[config.mk]
export PLATFORM = sky130hd
export DESIGN_NAME = hostctl_regif
export DESIGN_NICKNAME = d
export VERILOG_FILES = /design/src/rtl/hostctl_pkg.sv /design/src/rtl/hostctl_ctrl_reg.sv /design/src/rtl/hostctl_sc_irq.sv /design/src/rtl/hostctl_stat_rd.sv /design/src/rtl/hostctl_regif.sv
export SDC_FILE = /design/constraint.sdc
export NUM_CORES = 1
export LEC_CHECK = 0
export BUFFER_PORTS_ARGS = -buffer_cell sky130_fd_sc_hd__buf_2
export CAP_MARGIN = 5
export CELL_PAD_IN_SITES_DETAIL_PLACEMENT = 0
export CELL_PAD_IN_SITES_GLOBAL_PLACEMENT = 1
export CORE_MARGIN = 2
export CORE_UTILIZATION = 30
export CTS_CLUSTER_DIAMETER = 60
export CTS_CLUSTER_SIZE = 12
export DETAILED_ROUTE_END_ITERATION = 10
export PLACE_DENSITY_LB_ADDON = 0.3
export SLEW_MARGIN = 20
export SYNTH_ARGS = -nofsm -noshare
export SYNTH_HDL_FRONTEND = slang
export SYNTH_SLANG_ARGS = --single-unit
[constraint.sdc]
create_clock -name clk -period 2.4 [get_ports clk]
set_input_delay 0.48 -clock clk [delete_from_list [all_inputs] [get_ports clk]]
set_output_delay 0.48 -clock clk [all_outputs]
set_load 0.02 [all_outputs]
[src/rtl/hostctl_pkg.sv]
package hostctl_pkg;

   // command word bit positions
   localparam int CB_SC_EN  = 0;
   localparam int CB_CALL   = 2;
   localparam int CB_OPCOM  = 3;
   localparam int CB_RST    = 4;
   localparam int CB_HALT   = 5;
   localparam int CB_PWRLO  = 6;
   localparam int CB_READY  = 7;
   localparam int CB_CHKDIS = 8;

   // status word bit positions
   localparam int SB_SC_EN   = 0;
   localparam int SB_SC_FLAG = 2;
   localparam int SB_RST     = 4;
   localparam int SB_HALT    = 5;
   localparam int SB_BANK    = 8;

   typedef struct packed {
      logic chk_dis;
      logic pwr_lo;
      logic halt;
      logic rst;
      logic sc_en;
   } hold_t;

   typedef struct packed {
      logic ready;
      logic opcom;
      logic calling;
   } bell_t;

endpackage

[src/rtl/hostctl_ctrl_reg.sv]
module hostctl_ctrl_reg
   import hostctl_pkg::*;
(
   input  logic  clk,
   input  logic  rst_n,
   input  logic  wr_hit,
   input  hold_t hold_d,
   input  bell_t bell_d,
   output hold_t hold_q,
   output bell_t bell_q
);

   localparam hold_t HOLD_RST = '{chk_dis: 1'b0, pwr_lo: 1'b0, halt: 1'b0,
                                  rst: 1'b1, sc_en: 1'b0};

   always_ff @(posedge clk) begin
      if (!rst_n) begin
         hold_q <= HOLD_RST;
         bell_q <= '0;
      end else begin
         if (wr_hit) hold_q <= hold_d;
         bell_q <= wr_hit ? bell_d : '0;
      end
   end

   // held lines move only after a command write
   a_r9_hold_stable: assert property (@(posedge clk) disable iff (!rst_n)
      !$past(wr_hit) |-> $stable(hold_q));

   // any doorbell pulse comes from a write one cycle earlier
   a_r3_bell_source: assert property (@(posedge clk) disable iff (!rst_n)
      (bell_q != '0) |-> $past(wr_hit));

endmodule

[src/rtl/hostctl_sc_irq.sv]
module hostctl_sc_irq #(
   parameter bit SET_WINS = 1'b1
) (
   input  logic clk,
   input  logic rst_n,
   input  logic sc_pulse,
   input  logic sc_clr,
   input  logic wr_hit,
   input  logic sc_en,
   output logic sc_flag,
   output logic host_irq
);

   logic flag_d;

   generate
      if (SET_WINS) begin : g_set_wins
         assign flag_d = sc_pulse | (sc_flag & ~sc_clr);

         // a new event survives a simultaneous clear
         a_r5_set_priority: assert property (@(posedge clk) disable iff (!rst_n)
            sc_pulse |=> sc_flag);
      end else begin : g_clr_wins
         assign flag_d = ~sc_clr & (sc_flag | sc_pulse);

         a_r4_set_no_clr: assert property (@(posedge clk) disable iff (!rst_n)
            (sc_pulse && !sc_clr) |=> sc_flag);
      end
   endgenerate

   always_ff @(posedge clk) begin
      if (!rst_n) sc_flag <= 1'b0;
      else        sc_flag <= flag_d;
   end

   assign host_irq = sc_flag & sc_en;

   // the flag only drops after a clearing write
   a_r5_clear_source: assert property (@(posedge clk) disable iff (!rst_n)
      ($past(sc_flag) && !sc_flag) |-> $past(sc_clr));

   // the request holds until a command write changes flag or enable
   a_r6_irq_hold: assert property (@(posedge clk) disable iff (!rst_n)
      ($past(host_irq) && !host_irq) |-> $past(wr_hit));

endmodule

[src/rtl/hostctl_stat_rd.sv]
module hostctl_stat_rd
   import hostctl_pkg::*;
#(
   parameter int DATA_W     = 16,
   parameter int BANK_NIB_W = 4
) (
   input  logic                  clk,
   input  logic                  rst_n,
   input  logic                  rd_hit,
   input  hold_t                 hold_q,
   input  logic                  sc_flag,
   input  logic [BANK_NIB_W-1:0] bank_lo,
   input  logic [BANK_NIB_W-1:0] bank_hi,
   output logic [DATA_W-1:0]     rdata
);

   localparam int BANK_W = 2 * BANK_NIB_W;

   generate
      if (DATA_W < SB_BANK + BANK_W) begin : g_bad_width
         $error("status word too narrow for the bank field");
      end
   endgenerate

   logic [DATA_W-1:0] stat_w;

   always_comb begin
      stat_w                      = '0;
      stat_w[SB_SC_EN]            = hold_q.sc_en;
      stat_w[SB_SC_FLAG]          = sc_flag;
      stat_w[SB_RST]              = hold_q.rst;
      stat_w[SB_HALT]             = hold_q.halt;
      stat_w[SB_BANK +: BANK_W]   = {bank_hi, bank_lo};
   end

   always_ff @(posedge clk) begin
      if (!rst_n) rdata <= '0;
      else        rdata <= rd_hit ? stat_w : '0;
   end

   // the bus is quiet outside the cycle after a status read
   a_r7_rdata_idle: assert property (@(posedge clk) disable iff (!rst_n)
      !$past(rd_hit) |-> (rdata == '0));

endmodule

[src/rtl/hostctl_regif.sv]
module hostctl_regif
   import hostctl_pkg::*;
#(
   parameter int DATA_W     = 16,
   parameter int ADDR_W     = 2,
   parameter int CTRL_OFS   = 3,
   parameter int STAT_OFS   = 2,
   parameter int BANK_NIB_W = 4,
   parameter int IRQ_LVL_W  = 4,
   parameter int IRQ_LVL    = 12,
   parameter bit SET_WINS   = 1'b1
) (
   input  logic                  clk,
   input  logic                  rst_n,
   input  logic                  acc_stb,
   input  logic                  acc_wr,
   input  logic [ADDR_W-1:0]     acc_addr,
   input  logic [DATA_W-1:0]     acc_wdata,
   output logic [DATA_W-1:0]     acc_rdata,
   input  logic [BANK_NIB_W-1:0] sw_bank_lo,
   input  logic [BANK_NIB_W-1:0] sw_bank_hi,
   input  logic                  loc_status_chg,
   output logic                  loc_reset,
   output logic                  loc_halt,
   output logic                  power_low,
   output logic                  chk_wr_dis,
   output logic                  db_calling,
   output logic                  db_opcom,
   output logic                  db_ready,
   output logic                  host_irq,
   output logic [IRQ_LVL_W-1:0]  irq_lvl
);

   localparam logic [ADDR_W-1:0] CTRL_A = ADDR_W'(CTRL_OFS);
   localparam logic [ADDR_W-1:0] STAT_A = ADDR_W'(STAT_OFS);

   generate
      if (CTRL_OFS == STAT_OFS) begin : g_bad_ofs
         $error("command and status offsets must differ");
      end
      if (DATA_W <= CB_CHKDIS) begin : g_bad_cmd
         $error("command word too narrow");
      end
      if (IRQ_LVL >= (1 << IRQ_LVL_W)) begin : g_bad_lvl
         $error("interrupt level does not fit its field");
      end
   endgenerate

   logic  wr_hit, rd_hit, sc_flag, sc_clr;
   hold_t hold_d, hold_q;
   bell_t bell_d, bell_q;
   logic  unused_wbits;

   assign wr_hit = acc_stb &  acc_wr & (acc_addr == CTRL_A);
   assign rd_hit = acc_stb & ~acc_wr & (acc_addr == STAT_A);
   assign sc_clr = wr_hit & ~acc_wdata[CB_SC_EN];
   assign unused_wbits = ^acc_wdata;

   assign hold_d = '{chk_dis: acc_wdata[CB_CHKDIS], pwr_lo: acc_wdata[CB_PWRLO],
                     halt: acc_wdata[CB_HALT], rst: acc_wdata[CB_RST],
                     sc_en: acc_wdata[CB_SC_EN]};
   assign bell_d = '{ready: acc_wdata[CB_READY], opcom: acc_wdata[CB_OPCOM],
                     calling: acc_wdata[CB_CALL]};

   hostctl_ctrl_reg u_ctrl (
      .clk    (clk),
      .rst_n  (rst_n),
      .wr_hit (wr_hit),
      .hold_d (hold_d),
      .bell_d (bell_d),
      .hold_q (hold_q),
      .bell_q (bell_q)
   );

   hostctl_sc_irq #(.SET_WINS(SET_WINS)) u_irq (
      .clk      (clk),
      .rst_n    (rst_n),
      .sc_pulse (loc_status_chg),
      .sc_clr   (sc_clr),
      .wr_hit   (wr_hit),
      .sc_en    (hold_q.sc_en),
      .sc_flag  (sc_flag),
      .host_irq (host_irq)
   );

   hostctl_stat_rd #(.DATA_W(DATA_W), .BANK_NIB_W(BANK_NIB_W)) u_stat (
      .clk     (clk),
      .rst_n   (rst_n),
      .rd_hit  (rd_hit),
      .hold_q  (hold_q),
      .sc_flag (sc_flag),
      .bank_lo (sw_bank_lo),
      .bank_hi (sw_bank_hi),
      .rdata   (acc_rdata)
   );

   assign loc_reset  = hold_q.rst;
   assign loc_halt   = hold_q.halt;
   assign power_low  = hold_q.pwr_lo;
   assign chk_wr_dis = hold_q.chk_dis;
   assign db_calling = bell_q.calling;
   assign db_opcom   = bell_q.opcom;
   assign db_ready   = bell_q.ready;
   assign irq_lvl    = IRQ_LVL_W'(IRQ_LVL);

   // the reset line only moves after a command write
   a_r2_reset_by_write: assert property (@(posedge clk) disable iff (!rst_n)
      (loc_reset != $past(loc_reset)) |-> $past(wr_hit));

   // a strobe at a wrong offset leaves the read bus quiet
   a_r11_other_read: assert property (@(posedge clk) disable iff (!rst_n)
      (acc_stb && !acc_wr && acc_addr != STAT_A) |=> (acc_rdata == '0));

endmodule

# Word level (Yosys, flattened, before mapping)
# Index checks and enable logic that the tools add are counted.
# W data, S select, Z words.
[totals] register_bits=25 input_bits=31 out_inout_bits=28 wordCells=26
[classes] eq_ne=2 bitwise_logic=11 n_reduce_logical=2
[ops] operator="$and A1 B1 Y1" count=7
[ops] operator="$eq A2 B2 Y1 const B" count=2
[ops] operator="$reduce_and A2 Y1" count=2
[ops] operator="$not A1 Y1" count=3
[ops] operator="$or A1 B1 Y1" count=1

# Depth between registers and ports, before layout
[depth] word_depth=6 ltp_mapped=3 depth_no_buf=2

# Cells and area by module
# Synthesis repeated with hierarchy kept, for this count alone.
[unflattened] hier_cells=67 hier_area_um2=763.2
[by_module_without_submodules] module="hostctl_stat_rd" n_inst=1 cells_per_inst=31 area_each_um2=370.4 seq_area_each_um2=240.2
[by_module_without_submodules] module="hostctl_ctrl_reg" n_inst=1 cells_per_inst=22 area_each_um2=272.8 seq_area_each_um2=160.2
[by_module_without_submodules] module="hostctl_regif" n_inst=1 cells_per_inst=10 area_each_um2=71.3 seq_area_each_um2=0.0
[by_module_without_submodules] module="hostctl_sc_irq" n_inst=1 cells_per_inst=4 area_each_um2=48.8 seq_area_each_um2=20.0

# Worst setup path before layout
# No wires, ideal clock.
[synth_timing] kind="input -> register" start="input acc_stb" end="register, netlist name u_ctrl.bell_q[0]" setup_time_ps=116 arrival_ps=978 required_time_ps=2284 setup_slack_ps=1306 stages=3 path_buffers=1 cell_sequence="and4_1 -> buf_4 -> and3_1"
[synth_via] elab_chain_cells=3
[synth_rtl] item="start: declaration" line="hostctl_regif.sv:15" rtl="input logic acc_stb,"
[synth_rtl] item="$and A1 B1 Y1 (2 in a row)" line="hostctl_regif.sv:54" rtl="assign wr_hit = acc_stb & acc_wr & (acc_addr == CTRL_A);"
[synth_rtl] item="$reduce_and A2 Y1 (no source line)"
# Every way passes these cells.
# A chain may end at the register's enable or synchronous reset.

# Final worst setup path
[layout_timing] start="register, netlist name u_ctrl.hold_q[0]" end="output host_irq"
[layout_via] elab_chain_cells=1
[layout_rtl] item="$and A1 B1 Y1" line="hostctl_sc_irq.sv:36" rtl="assign host_irq = sc_flag & sc_en;"
[layout_rtl] item="end: declaration" line="hostctl_regif.sv:30" rtl="output logic host_irq,"
# Every way passes these cells.

==> flow_summary.ini <==
[placed_design]
dp_hpwl_um = 1147
dp.cells = 137
dp_slack_ns = 0.7840
dpl_cell_area_um2 = 993.5
io_buffers = 42
globalplace.congestion = 0.7011

[final_layout]
syn_to_final_growth_pct = 25.58
drive_above_1_share_pct = 50.45
fill_cells = 271
final_cell_mix = buf_2 (42), dfxtp_1 (21), nor3b_2 (10), nand2_1 (8), conb_1 (8)
antennaDiodeCount = 0
final_common_cell = buf_2
final_nets = 143
finalNonFillerCells = 141
seqCellArea_um2 = 420.4
final_cell_area_um2 = 1020
multiInputGateArea_um2 = 325.3
final_util_pct = 40.43

[yosys]
synthCells = 71
synth_area_leaders = dfxtp_1 (52%), nor3b_2 (15%), buf_4 (8.3%), mux2i_1 (6.2%), nand2_1 (3.7%)
yosys.cell_types.count = 17
seq_area_frac_synth_pct = 51.77
netlist.area_leader.share_pct = 51.77
yosysTopAreaCell = dfxtp_1
syn_avg_cell_area_um2 = 11.44
synth_area_um2 = 812.0
ys_ff_latch = 21
synth-warning-count = 0

[power]
power_mw = 0.5818
internal_power_mw = 0.4426
power_switching_mw = 0.1392
p_leak_nw = 0.4905
power_density_nw_per_um2 = 570.5
clockPowerShare_pct = 28.4
swShare_pct = 23.92
pwr-share-comb_pct = 10.4
vdd_drop_max_uv = 233.0
seq_power_share_pct = 61.2

[route]
first_iter_violations = 10
firstDrtPassIters = 2
drc = 0
wl_met2_um = 699
top_layer_used = met4
wl_per_cell_um = 10.67
vias = 600
wl_met1_um = 630
totalWireLength_um = 1505
wl_met3_um = 129
via_per_inst = 4.255
final_antenna_net_count = 0

[grt]
grt_max_degree = 16
grt_usage_pct = 9.789
grt_first_pass_wirelength_um = 2380
grt_antenna_before_repair = 0
gr-total-overflow = 0
grt_pass1_vias = 524

[setup_path]
cp_cell_sequence = and2_1, buf_2
critPathMaxStageDelay_ns = 0.36
cp.required_ns = 1.92
crit_type = flip-flop to output port
crit_slowest_cell = dfxtp_1
startpoint_type = flip-flop
cp_max_fo = 3
critPathArrivalTime_ns = 0.94
cp-end-kind = output port

[status]
outcome = completed

[cts]
clkTransAtPathRegs_ns = 0.11
post_cts_buffers = 0
clkLatencyLatePin_ns = 0.30
ctsHtreeMaxLevel = 1
numCtsBuffers = 3
cts.path.max_buffers = 2
root_buffer = clkbuf_4
cts_tree = done
cts_resized = 0
cts_sinks = 21
hold_buffers = 0

[sta]
min_period_ns = 1.423
max_freq_ghz = 0.7030
finalSetupViolations = 0
setup_slack_ns = 0.9774
hold_violations = 0
hold_slack_ns = 0.4022
period_share_pct = 59.27
fin_skew_ns = 0.009900
rsz0062_at_grt = false
drv_slew = 0
tns_ns = 0

[floorplanning]
die-area_um2 = 3139
pin_count = 59
placementRows = 18
core-area_um2 = 2522
die-height_um = 56.03
die_x_um = 56.03
start_util_pct = 32.19

[job]
drv_cap = 0

[hold_path]
holdCritPathClass = input port to flip-flop
==> Yosys cell counts <==
master and number:
dfxtp_1 21, nor3b_2 10, buf_4 9, nand2_1 8, mux2i_1 5, and3_1 3
buf_2 2, conb_1 2, nor2b_1 2, nor3b_1 2, a21oi_1 1, and2_1 1
and4_1 1, buf_6 1, nand4b_2 1, nor2_1 1, o21ai_1 1
==> layout make-up <==
cell class,count,area share [%]
Sequential cell,21,41.23
Clock buffer,4,2.577
Tap cell,30,3.681
Timing Repair Buffer,42,20.61
Multi-Input combinational cell,44,31.90
==> worst max-delay path, delay by kind of cell, from the launching register on <==
family / cells / cell delay (ns)
buffers and inverters: 1 / 0.15
flip-flops: 1 / 0.36
AND/OR/NAND/NOR: 1 / 0.12
==> state kept, by name, summed over array words and instances, names as in the netlist <==
register	cells
u_irq.sc_flag	1
u_ctrl.bell_q	3
u_ctrl.hold_q	5
u_stat.rdata	12
==> kinds of logic (layout without fill, tap and decap cells) <==
kind of cell,Yosys count,after routing,synth area share (%)
buf+inv,12,46,10.94
simple gates,29,29,28.97
compound gates,2,2,1.231
flops,21,21,51.77
other cells,2,8,0.9248
mux,5,5,6.164
==> path summary, 6_finish.rpt <==
kind	cells past startpoint	start	to	slack, ns
worst min-delay path	2	acc_wdata[3]	u_ctrl.bell_q[1]$_SDFF_PN0_	0.40
worst min register to register	2	u_ctrl.hold_q[4]$_SDFFE_PN0P_	u_ctrl.hold_q[4]$_SDFFE_PN0P_	0.47
worst max-delay path	2	u_ctrl.hold_q[0]$_SDFFE_PN0P_	host_irq	0.98
worst max register to register	2	u_ctrl.hold_q[1]$_SDFFE_PN1P_	u_ctrl.hold_q[1]$_SDFFE_PN1P_	1.77
==> per-layer routing <==
| layer | global-route usage (%) | vias to the layer above |
|---|---|---|
| met5 | 0 | - |
| met4 | 7.143 | 0 |
| met3 | 3.023 | 4 |
| met2 | 14.62 | 30 |
| met1 | 11.71 | 270 |
| li1 | - | 296 |
==> power groups by stage <==
stage	Clock, mW	Sequential, mW	Combinational, mW
after detailed placement	0	0.364	0.0610
after floorplan	0	0.368	0.0427
after global placement	0	0.364	0.0600
after CTS	0.174	0.356	0.0611
after global routing	0.188	0.357	0.0664
final	0.165	0.356	0.0605
(Power assumes the default switching activity.)
